### src/rtl/uart_irq_pkg.sv
`timescale 1ns/1ps
package uart_irq_pkg;
  localparam int NSRC = 13;
  localparam int OFS_W = 8;

  localparam logic [OFS_W-1:0] OFS_ENA  = 8'h08;
  localparam logic [OFS_W-1:0] OFS_DIS  = 8'h0C;
  localparam logic [OFS_W-1:0] OFS_MASK = 8'h10;
  localparam logic [OFS_W-1:0] OFS_STAT = 8'h14;

  typedef logic [NSRC-1:0] src_vec_t;

  typedef enum int {
    SRC_RX_THR   = 0,
    SRC_RX_EMPTY = 1,
    SRC_RX_FULL  = 2,
    SRC_TX_EMPTY = 3,
    SRC_TX_FULL  = 4,
    SRC_RX_OVF   = 5,
    SRC_FRAME    = 6,
    SRC_PARITY   = 7,
    SRC_RX_TMO   = 8,
    SRC_MODEM    = 9,
    SRC_TX_THR   = 10,
    SRC_TX_NFULL = 11,
    SRC_TX_OVF   = 12
  } src_id_e;

  // set bits, then let clear bits override them
  function automatic src_vec_t mask_update(src_vec_t cur, src_vec_t on, src_vec_t off);
    return (cur | on) & ~off;
  endfunction

  // clear first, then let new events override the clear
  function automatic src_vec_t stat_update(src_vec_t cur, src_vec_t w1c, src_vec_t evt);
    return (cur & ~w1c) | evt;
  endfunction

  function automatic logic any_pending(src_vec_t stat, src_vec_t mask);
    return |(stat & mask);
  endfunction
endpackage

### src/rtl/uart_irq_mask_unit.sv
`timescale 1ns/1ps
module uart_irq_mask_unit
  import uart_irq_pkg::*;
(
  input  logic     clk,
  input  logic     rst_n,
  input  src_vec_t set_bits,
  input  src_vec_t clr_bits,
  output src_vec_t mask_q
);
  src_vec_t mask_d;

  always_comb mask_d = mask_update(mask_q, set_bits, clr_bits);

  always_ff @(posedge clk) begin
    if (!rst_n) mask_q <= '0;
    else        mask_q <= mask_d;
  end

  p_set_r2: assert property (@(posedge clk) disable iff (!rst_n)
    (set_bits & ~clr_bits) != '0 |=>
      (mask_q & $past(set_bits & ~clr_bits)) == $past(set_bits & ~clr_bits));

  p_mask_hold_r2: assert property (@(posedge clk) disable iff (!rst_n)
    (set_bits == '0 && clr_bits == '0) |=> $stable(mask_q));

  p_clr_r3: assert property (@(posedge clk) disable iff (!rst_n)
    clr_bits != '0 |=> (mask_q & $past(clr_bits)) == '0);

  p_dis_prio_r3: assert property (@(posedge clk) disable iff (!rst_n)
    (set_bits & clr_bits) != '0 |=> (mask_q & $past(set_bits & clr_bits)) == '0);
endmodule

### src/rtl/uart_irq_status_unit.sv
`timescale 1ns/1ps
module uart_irq_status_unit
  import uart_irq_pkg::*;
(
  input  logic     clk,
  input  logic     rst_n,
  input  src_vec_t evt,
  input  src_vec_t w1c_bits,
  output src_vec_t stat_q
);
  src_vec_t stat_d;

  always_comb stat_d = stat_update(stat_q, w1c_bits, evt);

  always_ff @(posedge clk) begin
    if (!rst_n) stat_q <= '0;
    else        stat_q <= stat_d;
  end

  p_evt_r5: assert property (@(posedge clk) disable iff (!rst_n)
    evt != '0 |=> (stat_q & $past(evt)) == $past(evt));

  p_sticky_r6: assert property (@(posedge clk) disable iff (!rst_n)
    w1c_bits == '0 |=> (stat_q & $past(stat_q)) == $past(stat_q));

  p_evt_wins_r7: assert property (@(posedge clk) disable iff (!rst_n)
    (evt & w1c_bits) != '0 |=> (stat_q & $past(evt & w1c_bits)) == $past(evt & w1c_bits));

  p_clear_r6: assert property (@(posedge clk) disable iff (!rst_n)
    (w1c_bits & ~evt) != '0 |=> (stat_q & $past(w1c_bits & ~evt)) == '0);
endmodule

### src/rtl/uart_irq_line.sv
`timescale 1ns/1ps
module uart_irq_line
  import uart_irq_pkg::*;
(
  input  logic     clk,
  input  logic     rst_n,
  input  src_vec_t stat,
  input  src_vec_t mask,
  output logic     irq_q
);
  logic pend;

  always_comb pend = any_pending(stat, mask);

  always_ff @(posedge clk) begin
    if (!rst_n) irq_q <= 1'b0;
    else        irq_q <= pend;
  end

  p_irq_rise_r8: assert property (@(posedge clk) disable iff (!rst_n)
    (stat & mask) != '0 |=> irq_q);

  p_irq_low_r8: assert property (@(posedge clk) disable iff (!rst_n)
    (stat & mask) == '0 |=> !irq_q);
endmodule

### src/rtl/uart_irq_agg.sv
`timescale 1ns/1ps
module uart_irq_agg
  import uart_irq_pkg::*;
#(
  parameter int DATA_W = 32
) (
  input  logic              clk,
  input  logic              rst_n,
  input  logic              bus_wr,
  input  logic [OFS_W-1:0]  bus_addr,
  input  logic [DATA_W-1:0] bus_wdata,
  output logic [DATA_W-1:0] bus_rdata,
  input  logic [NSRC-1:0]   evt_pulse,
  output logic              irq
);
  localparam int PAD_W = DATA_W - NSRC;

  src_vec_t wr_src;
  src_vec_t ena_bits;
  src_vec_t dis_bits;
  src_vec_t w1c_bits;
  src_vec_t mask_q;
  src_vec_t stat_q;
  logic     wr_mask_ro;
  logic     unused_hi;

  assign wr_src     = bus_wdata[NSRC-1:0];
  assign unused_hi  = ^bus_wdata[DATA_W-1:NSRC];
  assign ena_bits   = (bus_wr && bus_addr == OFS_ENA)  ? wr_src : '0;
  assign dis_bits   = (bus_wr && bus_addr == OFS_DIS)  ? wr_src : '0;
  assign w1c_bits   = (bus_wr && bus_addr == OFS_STAT) ? wr_src : '0;
  assign wr_mask_ro = bus_wr && bus_addr == OFS_MASK;

  uart_irq_mask_unit u_mask (
    .clk      (clk),
    .rst_n    (rst_n),
    .set_bits (ena_bits),
    .clr_bits (dis_bits),
    .mask_q   (mask_q)
  );

  uart_irq_status_unit u_stat (
    .clk      (clk),
    .rst_n    (rst_n),
    .evt      (evt_pulse),
    .w1c_bits (w1c_bits),
    .stat_q   (stat_q)
  );

  uart_irq_line u_line (
    .clk   (clk),
    .rst_n (rst_n),
    .stat  (stat_q),
    .mask  (mask_q),
    .irq_q (irq)
  );

  always_comb begin
    case (bus_addr)
      OFS_MASK: bus_rdata = {{PAD_W{1'b0}}, mask_q};
      OFS_STAT: bus_rdata = {{PAD_W{1'b0}}, stat_q};
      default:  bus_rdata = '0;
    endcase
  end

  p_mask_ro_r4: assert property (@(posedge clk) disable iff (!rst_n)
    wr_mask_ro |=> $stable(mask_q));

  p_reset_r1: assert property (@(posedge clk)
    !rst_n |=> (mask_q == '0 && stat_q == '0 && !irq));
endmodule

### config.mk
export PLATFORM = sky130hd
export DESIGN_NAME = uart_irq_agg
export DESIGN_NICKNAME = d
export VERILOG_FILES = /design/src/rtl/uart_irq_pkg.sv /design/src/rtl/uart_irq_mask_unit.sv /design/src/rtl/uart_irq_status_unit.sv /design/src/rtl/uart_irq_line.sv /design/src/rtl/uart_irq_agg.sv
export SDC_FILE = /design/constraint.sdc
export NUM_CORES = 1
export LEC_CHECK = 0
export ABC_AREA = 1
export CORE_MARGIN = 2
export CORE_UTILIZATION = 39
export CTS_CLUSTER_SIZE = 28
export DETAILED_ROUTE_END_ITERATION = 10
export PLACE_DENSITY = 0.83
export SLEW_MARGIN = 15
export SYNTH_ARGS = -nofsm -noshare
export SYNTH_HDL_FRONTEND = slang
export SYNTH_SLANG_ARGS = --single-unit
### constraint.sdc
create_clock -name clk -period 1.52 [get_ports clk]
set_input_delay 0.228 -clock clk [delete_from_list [all_inputs] [get_ports clk]]
set_output_delay 0.228 -clock clk [all_outputs]
set_load 0.05 [all_outputs]
After elaboration in Yosys (flattened, before gate mapping) --
Cells that the tools add are included.
Cells by class: bitwise gates (word level) 7, eq/ne operators 4, reduce and logical (&&, ||, !) cells 4, order comparisons 0, $mul 0, add/subtract/negate cells 0, mux-type cells 4, shift operators 0, divide/modulo/power cells 0
Operators with widths (count):
- $and 13x13->13 | 3
- $mux 13 | 3
- $not 13->13 | 2
- $or 13x13->13 | 2
- $pmux 13 s2 | 1
- $eq 8x4->1 const B | 2
- $eq 8x5->1 const B | 2
- $reduce_or 13->1 | 1
- $logic_and 1x1->1 | 3
Storage, ports and cells: memory bits (writable) 0, register bits after elaboration 27, word-level logic and storage cells 22, bits in latches 0, ROM bits 0, memories kept 0

Depth between registers and ports, before layout --
Gate-level depths: netlist of run 1.
depth after elaboration 6, mapped depth 9, mapped depth without buffers 8

Modules after synthesis --
Synthesis of run 1 repeated with hierarchy kept, for this count alone.
Second synthesis, totals: cells, all modules 308, area total of the unflattened synthesis 1966.9 um^2
By module, submodules not included:
- uart_irq_agg | area each 822.0 um^2, seq. area each 0.0 um^2, instances 1, cells an instance 145
- uart_irq_status_unit | area each 524.3 um^2, seq. area each 260.2 um^2, instances 1, cells an instance 67
- uart_irq_mask_unit | area each 491.7 um^2, seq. area each 260.2 um^2, instances 1, cells an instance 66
- uart_irq_line | area each 128.9 um^2, seq. area each 20.0 um^2, instances 1, cells an instance 30

Worst setup path after synthesis of run 1 --
Ideal clock, no wire load.
kind input to output, start in bus_addr[5], end out bus_rdata[1], stages on the path 6, required time 1292 ps, data arrival time 1906 ps, buffers on the path 1, slack -614 ps, path through inv_1 > nand2_1 > nor2_1 > clkbuf_1 > nand2_1 > o21ai_0
Between the ends: longest elaborated chain between the ends 2, elaborated cells between the ends (all ways) 3, classes of those cells 2 x eq/ne; 1 x mux
Ends and longest elaborated chain:
- start, declared | RTL line uart_irq_agg.sv:10 | input logic [OFS_W-1:0] bus_addr,
- $eq 8x5->1 | RTL line uart_irq_agg.sv:59 | case (bus_addr)
- $pmux 13 s2 (*) | RTL line uart_irq_agg.sv:59
- end, declared | RTL line uart_irq_agg.sv:12 | output logic [DATA_W-1:0] bus_rdata,
Every way passes the cells marked *; elsewhere a longest branch is shown, timed or not.

Worst setup path after layout of run 1 --
start in bus_addr[5], end out bus_rdata[7]
The elaborated chain is that of the path after synthesis.

==> results.cfg, run 1 <==
[clocking]
clkSinkCount = 27
clkLatencyLatePin_ns = 0.28
clk_pin_slew_ns = 0.10
cts-root-buf = clkbuf_8
clk_path_buf_depth = 2
cts_buffers = 3
cts_tree = built
htreeDepth = 1

[finish]
drive_gt1_frac = 0.333
mostFrequentLayoutCells = nand2_1, nand3_1, clkdlybuf4s50_1
stdcell_count = 365
post-route-cell-area_um2 = 2680
final_util = 0.670
num_antenna_cells = 0
fill_cells = 319
mostFrequentLayoutCell = nand2_1
area_growth_pct = 65.1
nets = 372

[grt]
grt_max_degree = 16
grt.overflow.total = 0
grt_pass1_wl_mm = 8.75
grt_pass1_vias = 1915
antenna_found_initial = 0
grt_use_total = 0.246

[critical_path]
startpoint = bus_addr[5]
timing.rr.start = u_mask.mask_q[5]$_SDFF_PN0_
cp_data_arrival_time_ns = 1.25
cp.required_ns = 1.29
critPathKind = input port to output port
critPathSlowestCell = nor2_4
end_kind = output port
path_cells = buf_2 -> inv_2 -> nand2_2 -> nor2_4 -> buf_12 -> buf_16 -> nand3_1 -> nand2_2 -> buf_12
path_buf_inv = 5
cp-start-kind = input port
cp_top_family = buffers and inverters
crit_fanout = 9
max_stage_delay_ns = 0.20

[placement]
place_ws_ns = -0.273
postPlaceCellArea_um2 = 2320
dp_cells = 342
hpwl_mm = 3.07
finalWeightedCongestion = 0.780
port_buffers = 50

[sta]
finalCritPeriodShare = 0.969
fin_worst_skew_ns = 0.00505
whs_ns = 0.486
rsz0062_at_grt = true
slew_viol_final = 0
hold_viol = 0
relSlewSlack = 0.654
tightest_slew_ns = 0.519
finalSetupViolations = 0
fin_ws_ns = 0.0468
timing.fmax_mhz = 679
layout_min_cycle_time_ns = 1.47

[yosys]
async_flop_share = 0
ys_ff_latch = 27
ys_types = 19
synthCells = 244
syn_area_um2 = 1620
synth_flop_cell = dfxtp_1
synth-edff-count = 0
synth_seq_area_share = 0.333
yosysWarnings = 0
syn_area_per_cell_um2 = 6.66

[floorplanning]
start_util = 0.406
core_um2 = 4000
ioPinCount = 89
rows = 23
fp.dieH_um = 68.5
dieArea_um2 = 4700
die_x_um = 68.5

[route]
met1Wirelength_mm = 2.12
antenna_left = 0
vias = 2003
wirelength_mm = 5.70
wl_per_cell_um = 15.6
drc = 0
top_layer = met4
viasPerCell = 5.49
first_pass_iters = 6
drt_iter0_drc = 184
wl_met3_um = 563
wl_met2_mm = 2.74

[status]
status = finished, final reports clean

[power]
peakVddDrop_mv = 0.383
p_leak_nw = 1.18
power_density_nw_per_um2 = 582

[hold_path]
hp-start = evt_pulse[9]
hold_path_class = input port to register

[flow_run]
max-cap-violations = 0
[through the flow]
step / power (mW) / setup TNS [ns]
CTS: 1.53 / 0
floorplan: 0.983 / 0
finish: 1.56 / 0
detailed placement: 1.09 / -3.21
global placement: 1.09 / -2.51
global route: 1.61 / -0.0140
[Yosys cell counts, types with 2 or more instances]
cell type | n | area [um2]
nand2_1 | 57 | 214
nand3_1 | 38 | 190
dfxtp_1 | 27 | 541
inv_1 | 22 | 82.6
buf_4 | 19 | 143
a21oi_1 | 18 | 90.1
nor2_1 | 17 | 63.8
nand4_1 | 16 | 100
a21oi_2 | 10 | 87.6
buf_2 | 6 | 30.0
clkbuf_1 | 4 | 15.0
buf_1 | 2 | 7.51
nor2_4 | 2 | 22.5
[registers in the layout, indices dropped and copies added, names as in the netlist]
register and flops:
u_mask.mask_q 13, u_stat.stat_q 13, u_line.irq_q 1
[path summary, 6_finish.rpt]
| check | endpoint | slack, ns | cells after the start |
|---|---|---|---|
| setup / recovery | bus_rdata[7] | 0.05 | 9 |
| hold / removal | u_stat.stat_q[9]$_SDFF_PN0_ | 0.49 | 3 |
| setup reg to reg | u_line.irq_q$_SDFF_PN0_ | 0.54 | 4 |
| hold reg to reg | u_stat.stat_q[9]$_SDFF_PN0_ | 0.49 | 2 |
[per-layer routing]
layer	vias to the layer above	GRT usage
met4	0	0.130
li1	909	-
met1	907	0.283
met5	-	0
met3	32	0.0373
met2	155	0.438
[cell type report]
type                            instances  area, um2  share of cell area
Multi-Input combinational cell        181       1010               0.376
Tap cell                               50       62.6              0.0233
Sequential cell                        27        541               0.202
Clock inverter                          1       5.00             0.00187
Clock buffer                            3       41.3              0.0154
Timing Repair Buffer                   81        942               0.351
Inverter                               22       82.6              0.0308
[what timing repair did]
item	4_1_cts	5_1_grt
resized for setup	45	21
endpoints found under the setup margin	13	13
pin swaps	9	12
hold buffers	0	0
buffers inserted	13	1
gates cloned	5	1
[worst reg2reg max path: cells and delay by family (launching register included)]
kind	cells	cell delay, ns
flip-flops	1	0.37
AO/OA/AOI/OAI	1	0.09
AND/OR/NAND/NOR	3	0.39
[cells by family after synthesis]
family	synth area share
and+or+nand+nor	0.374
buffers and inverters	0.178
AOI/OAI and AO/OA	0.112
DFF	0.333
other	0.00231
[report_power, final]
group / internal (mW) / total, mW / switching (mW) / leakage, nW
Sequential: 0.732 / 0.755 / 0.0229 / 0.222
Clock: 0.184 / 0.419 / 0.235 / 0.0255
Combinational: 0.147 / 0.385 / 0.237 / 0.931
Total: 1.06 / 1.56 / 0.495 / 1.18
Power figures use the tool's default switching activity.
==> run 2, diff against run 1 <==
--- a/config.mk
+++ b/config.mk
@@ -5,12 +5,11 @@
 export SDC_FILE = /design/constraint.sdc
 export NUM_CORES = 1
 export LEC_CHECK = 0
-export ABC_AREA = 1
 export CORE_MARGIN = 2
-export CORE_UTILIZATION = 39
+export CORE_UTILIZATION = 38
 export CTS_CLUSTER_SIZE = 28
 export DETAILED_ROUTE_END_ITERATION = 10
-export PLACE_DENSITY = 0.83
+export PLACE_DENSITY = 0.81
 export SLEW_MARGIN = 15
 export SYNTH_ARGS = -nofsm -noshare
 export SYNTH_HDL_FRONTEND = slang
==> results.cfg, run 2 <==
[clocking]
cts_tree = built
cts-root-buf = clkbuf_8
clk_pin_slew_ns = 0.10
clkSinkCount = 27
htreeDepth = 1
clkLatencyLatePin_ns = 0.28
cts_buffers = 3
clk_path_buf_depth = 2

[status]
status = finished, violations left
violations = negative setup slack

[critical_path]
end_kind = register
cp_data_arrival_time_ns = 2.27
crit_fanout = 8
critPathKind = input port to register
ff2ff_path_depth = 3
r2r_slack_ns = 0.27
cp-start-kind = input port
regToRegEndpoint = u_line.irq_q$_SDFF_PN0_
cp.required_ns = 1.74
timing.rr.start = u_mask.mask_q[5]$_SDFF_PN0_

[finish]
stdcell_count = 299
drive_gt1_frac = 0.341
mostFrequentLayoutCell = clkdlybuf4s50_1
fill_cells = 288
num_antenna_cells = 0
area_growth_pct = 74.7
mostFrequentLayoutCells = clkdlybuf4s50_1, inv_1, dfxtp_1
post-route-cell-area_um2 = 2780
largestRegisters = u_mask.mask_q x13, u_stat.stat_q x13, u_line.irq_q x1
nets = 306

[yosys]
synth_seq_area_share = 0.340
yosysWarnings = 0
async_flop_share = 0
synth-edff-count = 0
synth_top_area_cell = dfxtp_1
ys_ff_latch = 27
syn_area_um2 = 1590
ys_types = 21
synth_top_cells_by_count = dfxtp_1, inv_1, buf_4
synth_flop_cell = dfxtp_1
synthCells = 184
synth_area_leaders = dfxtp_1, buf_4, a22o_1, a41oi_1, o221a_1
synth_top_cell_area_share = 0.340
syn_area_per_cell_um2 = 8.64

[hold_path]
whs_path_depth = 2
hold_path_class = input port to register
hp-start = bus_wdata[2]
hold_end = u_stat.stat_q[2]$_SDFF_PN0_

[floorplanning]
ioPinCount = 89
fp.dieH_um = 68.7
dieArea_um2 = 4720
start_util = 0.398
die_x_um = 68.7
core_um2 = 4000
rows = 23

[route]
drc = 0
viasPerCell = 5.90
drt_iter0_drc = 116
antenna_left = 0
first_pass_iters = 4
vias = 1765
wirelength_mm = 5.94
wl_per_cell_um = 19.9

[grt]
grt_pass1_vias = 1636
grt_pass1_wl_mm = 8.14
grt_max_degree = 28
grt.overflow.total = 0
antenna_found_initial = 0
grt_use_total = 0.232

[placement]
port_buffers = 50
dp_cells = 284
postPlaceCellArea_um2 = 2400
hpwl_mm = 3.41
finalWeightedCongestion = 0.795

[sta]
fin_ws_ns = -0.528
finalCritPeriodShare = 1.35
tns_ns = -14.01
fin_worst_skew_ns = 0.00993
slew_viol_final = 0
timing.fmax_mhz = 488
whs_ns = 0.559
rsz0062_at_grt = true
finalSetupViolations = 39
layout_min_cycle_time_ns = 2.05
hold_viol = 0

[flow_run]
max-cap-violations = 0

[power]
p_leak_nw = 1.15
peakVddDrop_mv = 0.723
power_density_nw_per_um2 = 571
-- run 2: cells by family (layout without fill, tap and decap cells) --
kind of cell           after synthesis  after routing  synth area share
other                                1             19           0.00236
buffers and inverters               59            105             0.195
AND/OR/NAND/NOR                     38             39             0.152
AO/OA/AOI/OAI                       59             59             0.311
flip-flops                          27             27             0.340
-- run 2: per-layer routing --
metal,GRT usage,share of wire,wire length (um),vias to the layer above
li1,-,-,-,784
met1,0.293,0.39,2330,859
met2,0.397,0.51,3030,96
met3,0.0584,0.070,418,26
met4,0.0515,0.028,165,0
met5,0,0,0,-
-- run 2: final cells by class --
cell class,instances,area [um2],share of cell area
clock buffer,3,41.3,0.0149
timing repair buffer,74,905,0.326
inverter,27,101,0.0365
multi-input combinational,117,1120,0.403
clock inverter,1,7.51,0.00270
tap,50,62.6,0.0225
sequential,27,541,0.195
-- run 2: worst max-delay path by stage --
stage / startpoint / to / depth (start not counted)
2_1_floorplan: bus_addr[5] / bus_rdata[10] / 5
3_3_place_gp: bus_addr[5] / bus_rdata[1] / 6
3_5_place_dp: bus_addr[5] / bus_rdata[1] / 6
4_1_cts: bus_addr[1] / bus_rdata[9] / 6
5_1_grt: bus_addr[1] / bus_rdata[3] / 7
6_report: bus_addr[1] / u_mask.mask_q[8]$_SDFF_PN0_ / 9
-- run 2: timing repair --
action                     4_1_cts  5_1_grt
hold buffers                     0        0
pin swaps                        8       16
gates cloned                     2        0
resized for setup               25       23
setup endpoints to repair       39       39
buffers inserted                 3        6
-- run 2: metrics by stage --
step	power, mW	setup WS, ns	util
after floorplan	0.995	-0.301	-
after global placement	1.11	-0.689	0.601
after detailed placement	1.12	-0.707	0.601
after CTS	1.55	-0.506	0.646
after global routing	1.65	-0.535	0.695
final	1.59	-0.528	0.695
-- run 2: where the power goes --
part	total [mW]	switching, mW	internal [mW]	leakage, nW
registers	0.764	0.0317	0.732	0.222
clock network	0.423	0.237	0.187	0.0217
logic	0.399	0.242	0.156	0.903
-- run 2: worst max-delay path, cell delays in order --
cell,delay [ns]
buf_6,0.09
or4_4,0.56
buf_12,0.15
buf_4,0.12
buf_8,0.12
buf_12,0.13
clkbuf_4,0.18
nor4_1,0.41
o221a_1,0.26
